`config.mk`:
```
export PLATFORM = sky130hd
export DESIGN_NAME = lru_cam
export DESIGN_NICKNAME = d
export VERILOG_FILES = /design/src/rtl/lru_cam_pkg.sv /design/src/rtl/lru_cam_store.sv /design/src/rtl/lru_cam_match.sv /design/src/rtl/lru_cam_order.sv /design/src/rtl/lru_cam.sv
export SDC_FILE = /design/constraint.sdc
export NUM_CORES = 1
export LEC_CHECK = 0
export BUFFER_PORTS_ARGS = -buffer_cell sky130_fd_sc_hd__buf_2
export CORE_ASPECT_RATIO = 1.5
export CORE_MARGIN = 4
export CORE_UTILIZATION = 40
export CTS_BUF_LIST = sky130_fd_sc_hd__clkbuf_4 sky130_fd_sc_hd__clkbuf_8
export CTS_CLUSTER_SIZE = 25
export DETAILED_ROUTE_END_ITERATION = 12
export GPL_ROUTABILITY_DRIVEN = 0
export SETUP_SLACK_MARGIN = 0.05
export SLEW_MARGIN = 0
export SYNTH_ARGS = -nofsm -noshare
export SYNTH_HDL_FRONTEND = slang
export SYNTH_HIERARCHICAL = 1
export SYNTH_SLANG_ARGS = --single-unit
export TNS_END_PERCENT = 100
```
`constraint.sdc`:
```
create_clock -name clk_i -period 8.1 [get_ports clk_i]
set_input_delay 1.215 -clock clk_i [delete_from_list [all_inputs] [get_ports clk_i]]
set_output_delay 1.215 -clock clk_i [all_outputs]
set_load 0.005 [all_outputs]
```
`src/rtl/lru_cam_pkg.sv`:
```
package lru_cam_pkg;
  localparam int unsigned ENTRIES = 16;
  localparam int unsigned TAG_W   = 32;
  localparam int unsigned IDX_W   = $clog2(ENTRIES);
  localparam int unsigned STAT_W  = IDX_W + 2;

  typedef struct packed {
    logic             hit;
    logic             lock;
    logic [IDX_W-1:0] idx;
  } cam_status_t;
endpackage

```
`src/rtl/lru_cam_store.sv`:
```
module lru_cam_store #(
  parameter int unsigned N     = 16,
  parameter int unsigned TAG_W = 32,
  localparam int unsigned IW   = $clog2(N)
) (
  input  logic                    clk_i,
  input  logic                    rst_ni,
  input  logic                    wr_i,
  input  logic [IW-1:0]           wr_idx_i,
  input  logic [TAG_W-1:0]        wr_tag_i,
  input  logic                    lock_we_i,
  input  logic [IW-1:0]           lock_idx_i,
  input  logic                    lock_val_i,
  output logic [N-1:0][TAG_W-1:0] tags_o,
  output logic [N-1:0]            valid_o,
  output logic [N-1:0]            lock_o
);
  for (genvar g = 0; g < N; g++) begin : g_ent
    always_ff @(posedge clk_i or negedge rst_ni) begin
      if (!rst_ni) begin
        tags_o[g]  <= '0;
        valid_o[g] <= 1'b0;
        lock_o[g]  <= 1'b0;
      end else begin
        if (wr_i && wr_idx_i == IW'(g)) begin
          tags_o[g]  <= wr_tag_i;
          valid_o[g] <= 1'b1;
        end
        if (lock_we_i && lock_idx_i == IW'(g)) lock_o[g] <= lock_val_i;
      end
    end
  end
endmodule

```
`src/rtl/lru_cam_match.sv`:
```
module lru_cam_match #(
  parameter int unsigned N     = 16,
  parameter int unsigned TAG_W = 32,
  localparam int unsigned IW   = $clog2(N)
) (
  input  logic [TAG_W-1:0]        key_i,
  input  logic [N-1:0][TAG_W-1:0] tags_i,
  input  logic [N-1:0]            valid_i,
  output logic                    hit_o,
  output logic [IW-1:0]           hit_idx_o
);
  logic [N-1:0] eq;

  for (genvar g = 0; g < N; g++) begin : g_cmp
    assign eq[g] = valid_i[g] && (tags_i[g] == key_i);
  end

  // lowest matching index wins
  always_comb begin
    hit_o     = 1'b0;
    hit_idx_o = '0;
    for (int i = N - 1; i >= 0; i--) begin
      if (eq[i]) begin
        hit_o     = 1'b1;
        hit_idx_o = IW'(i);
      end
    end
  end
endmodule

```
`src/rtl/lru_cam_order.sv`:
```
module lru_cam_order #(
  parameter int unsigned N   = 16,
  localparam int unsigned IW = $clog2(N)
) (
  input  logic          clk_i,
  input  logic          rst_ni,
  input  logic          touch_i,
  input  logic [IW-1:0] touch_idx_i,
  output logic [IW-1:0] lru_idx_o
);
  // slot 0 = least recent, slot N-1 = most recent
  logic [N-1:0][IW-1:0] order_q, order_d;
  logic [IW-1:0]        pos;

  always_comb begin
    pos = '0;
    for (int i = 0; i < N; i++) begin
      if (order_q[i] == touch_idx_i) pos = IW'(i);
    end
  end

  for (genvar g = 0; g < N; g++) begin : g_slot
    if (g == N - 1) begin : g_top
      assign order_d[g] = touch_idx_i;
    end else begin : g_mid
      assign order_d[g] = (IW'(g) < pos) ? order_q[g] : order_q[g+1];
    end
  end

  always_ff @(posedge clk_i or negedge rst_ni) begin
    if (!rst_ni) begin
      for (int i = 0; i < N; i++) order_q[i] <= IW'(i);
    end else if (touch_i) begin
      order_q <= order_d;
    end
  end

  assign lru_idx_o = order_q[0];
endmodule

```
`src/rtl/lru_cam.sv`:
```
module lru_cam
  import lru_cam_pkg::*;
#(
  parameter int unsigned N    = ENTRIES,
  parameter int unsigned TW   = TAG_W,
  localparam int unsigned IW  = $clog2(N),
  localparam int unsigned SW  = IW + 2
) (
  input  logic          clk_i,
  input  logic          rst_ni,
  input  logic          lookup_i,
  input  logic [TW-1:0] key_i,
  input  logic          wr_i,
  input  logic [IW-1:0] wr_idx_i,
  input  logic [TW-1:0] wr_tag_i,
  input  logic          lock_we_i,
  input  logic [IW-1:0] lock_idx_i,
  input  logic          lock_val_i,
  output logic          status_valid_o,
  output logic [SW-1:0] status_o
);
  logic [N-1:0][TW-1:0] tags;
  logic [N-1:0]         valid, lock;
  logic                 hit;
  logic [IW-1:0]        hit_idx, lru_idx, touch_idx;
  logic                 accept, touch;
  logic [SW-1:0]        status_d, status_q;
  logic                 valid_q;

  lru_cam_store #(.N(N), .TAG_W(TW)) u_store (
    .clk_i, .rst_ni, .wr_i, .wr_idx_i, .wr_tag_i,
    .lock_we_i, .lock_idx_i, .lock_val_i,
    .tags_o(tags), .valid_o(valid), .lock_o(lock)
  );

  lru_cam_match #(.N(N), .TAG_W(TW)) u_match (
    .key_i, .tags_i(tags), .valid_i(valid),
    .hit_o(hit), .hit_idx_o(hit_idx)
  );

  // writes own the cycle; a colliding lookup is dropped
  assign accept    = lookup_i && !wr_i;
  assign touch     = wr_i || (accept && hit);
  assign touch_idx = wr_i ? wr_idx_i : hit_idx;

  lru_cam_order #(.N(N)) u_order (
    .clk_i, .rst_ni, .touch_i(touch), .touch_idx_i(touch_idx),
    .lru_idx_o(lru_idx)
  );

  assign status_d = hit ? {1'b1, lock[hit_idx], hit_idx} : {2'b00, lru_idx};

  always_ff @(posedge clk_i or negedge rst_ni) begin
    if (!rst_ni) begin
      status_q <= '0;
      valid_q  <= 1'b0;
    end else begin
      valid_q <= accept;
      if (accept) status_q <= status_d;
    end
  end

  assign status_valid_o = valid_q;
  assign status_o       = status_q;
endmodule

```
==> run metrics <==
DP HPWL 66200 µm; worst path required time 8.70 ns; top-count cell post-synth dfrtp_1; worst reg2reg path depth 15; DRT iter0 DRCs 1356; max layer used met4; reg2reg setup slack 1.61 ns; r2r endpoint u_order/lru_idx_o[0]; number of port buffers 84; Most used DFF post-synth dfrtp_1; combinational fraction of design power 24.2%; # IOs 85; wire length on met2 49600 µm; Syn-to-layout area delta 11.0%; Seq/Total Area, Yosys 50.4%; row cnt 124; CP Launch Type primary input; total CTS buffers 99; largest cells by area after synthesis dfrtp_1 48%, mux2_2 21%, xnor2_1 10%, xor2_1 5.9%, dfstp_2 2.7%; worst-path maximum fanout 16; R2R Path Start u_store/tags_o[279]; via count 19.4k; Initial Util 40.3%; post-CTS setup buffer count 0; pre-CTS WS 0.557 ns; status completed; critical path data arrival time 7.46 ns; Setup crit start key_i[6]; initial antenna violation count 8; Total Routing Usage GR 24.6%; drt drc 0; first-pass GRT wire length 145000 µm; peak supply drop 0.000130 V; ys async rst share 100%; RSZ-0062 raised after global routing no; MaxCap Viol Count 0; total net switching power 2.92 mW; Crit. End Element register; final hold vios 0; setup violators final 0; Max Transition Viols Final 0; iteration count of the initial detailed-routing pass 5; switch share 30.7%; FILL cells 7027; largest net degree at the start of global routing 181; clock transition at the registers of the reported paths 0.07 ns; Die Height 347 µm; Core Footprint 76000 µm²; DP Cell Count 3318; Seq pwr share 45.9%; Tcrit/Tclk final 84.7%; clock share of power 30.0%; Final nets 2489; P_int 6.61 mW; vias in the first global route 20.6k; Synth warnings 6; total wire length 101000 µm; Power Total 9.53 mW; P_leak 14.2 nW; post-cts sizing count 0; Clock Skew 0.0445 ns; Vias/cell 5.55; hold_buf cts 0; Detail Route Antenna Nets 0; clock buffer depth 3; syn_nets 2421; class of the tightest hold or removal check register to register; Die W 234 µm; fmax 146 MHz; Final TNS setup 0 ns; Worst Setup EP u_order/lru_idx_o[0]; syn_area_per_cell 13.1 µm²; cell count after synthesis 2343; critical path class primary input to register; Yosys cell types 57; synthesized cell area 30600 µm²; Setup WS post-layout 1.24 ns; CTS H-Tree Depth 3; GRT Residual Overflow 0; Sink Count 615; EDFF count, synth 0; number of synthesized register bits 615; power per standard cell area 281 nW/µm²; CTS tree yes; largest area contributor in the netlist dfrtp_1; final hold slack 0.464 ns; root buf cell clkbuf_8; post-route insts no fill 3496; Wirelength per Cell 28.8 µm; met3 wire length 4960 µm; Post-synth top cells 583 x dfrtp_1, 569 x mux2_2, 364 x xnor2_1; worst slew pin tran 1.34 ns; max_slew headroom 10.6%; fin crit period 6.86 ns; Die ar. 81100 µm²; met1 wire length 37900 µm; Skew-Pair Late Insertion Delay 0.74 ns; share of cells above drive strength 1 38.9%; Yosys top cell area share 47.7%
==> layout make-up <==
type	count	area, µm²	share of cell area [%]
clock buffers	162	1990	5.86
inverters	5	18.8	0.0553
well taps	1008	1260	3.71
flip-flops and latches	615	15400	45.4
clock inverters	14	133	0.390
diodes	2	5.00	0.0147
multi-input cells	1550	14200	41.9
repair buffers	140	888	2.62
==> power by group through the flow <==
stage	sequential [mW]	clock, mW	combinational, mW
after floorplan	4.27	0	1.71
after global placement	4.39	0	2.24
after detailed placement	4.42	0	2.29
after CTS	4.37	2.94	2.30
after global routing	4.46	3.05	2.46
final	4.37	2.86	2.30
==> worst min path at each step <==
stage                              startpoint                   to  cells past startpoint
final                      u_store/valid_o[2]   u_store/valid_o[2]                      1
after detailed placement   u_store/valid_o[9]   u_store/valid_o[9]                      1
after floorplan           u_store/valid_o[12]  u_store/valid_o[12]                      1
after global routing      u_store/valid_o[13]  u_store/valid_o[13]                      1
after CTS                  u_store/valid_o[2]   u_store/valid_o[2]                      1
after global placement     u_store/valid_o[8]   u_store/valid_o[8]                      1
==> metal layers <==
metal / track usage, % / vias up
met2: 41.4 / 668
li1: - / 8258
met3: 3.78 / 247
met1: 28.7 / 10200
met4: 17.1 / 0
met5: 0 / -
==> logic make-up (layout without fill, tap and decap cells) <==
kind of cell	count (synthesis)	after routing	synth area share, %
flip-flops	615	615	50.4
XOR/XNOR	570	570	16.3
AND/OR/NAND/NOR	337	337	6.56
buffers and inverters	178	321	3.36
multiplexers	603	603	22.3
other	0	2	0
AO/OA/AOI/OAI	40	40	1.05
==> critical path, cell delays in order <==
cell	delay [ns]
buf_2	0.47
buf_4	0.32
xnor2_1	0.21
nand4_1	0.16
nor4_1	0.45
nand4_1	0.15
or4_4	0.58
nand2_1	0.09
o31ai_1	0.08
a21boi_1	0.81
mux2_2	0.68
xnor2_1	0.17
and4_4	0.22
nor4_2	0.50
and3_1	0.48
and3b_1	0.38
nand2b_2	0.14
mux2_1	0.34
==> state kept, by name, summed over array words and instances (netlist names) <==
register	flops
status_o	6
status_valid_o	1
u_order/lru_idx_o	4
u_order/order_q	60
u_store/lock_o	16
u_store/tags_o	512
u_store/valid_o	16
==> stage by stage <==
step / instance area [µm²] / utilization (%)
floorplan: 30600 / -
global placement: 31800 / 41.9
detailed placement: 31800 / 41.9
CTS: 34000 / 44.7
global route: 34000 / 44.7
finish: 34000 / 44.7
==> cell usage in the layout (no fill, tap or decap), drive strengths merged, types with 7 or more instances in the layout <==
cell type,n
clkinv,7
o21ai,7
or2,13
nand2b,18
mux2,593
dfrtp,583
nand3b,7
nand2,22
or3,8
nor4,66
clkbuf,162
mux2i,7
xnor2,365
buf,140
nand3,42
nor3,23
nor2,24
nand4,89
dfstp,32
xor2,205
inv,8
and3,11
(Power assumes the default switching activity.)
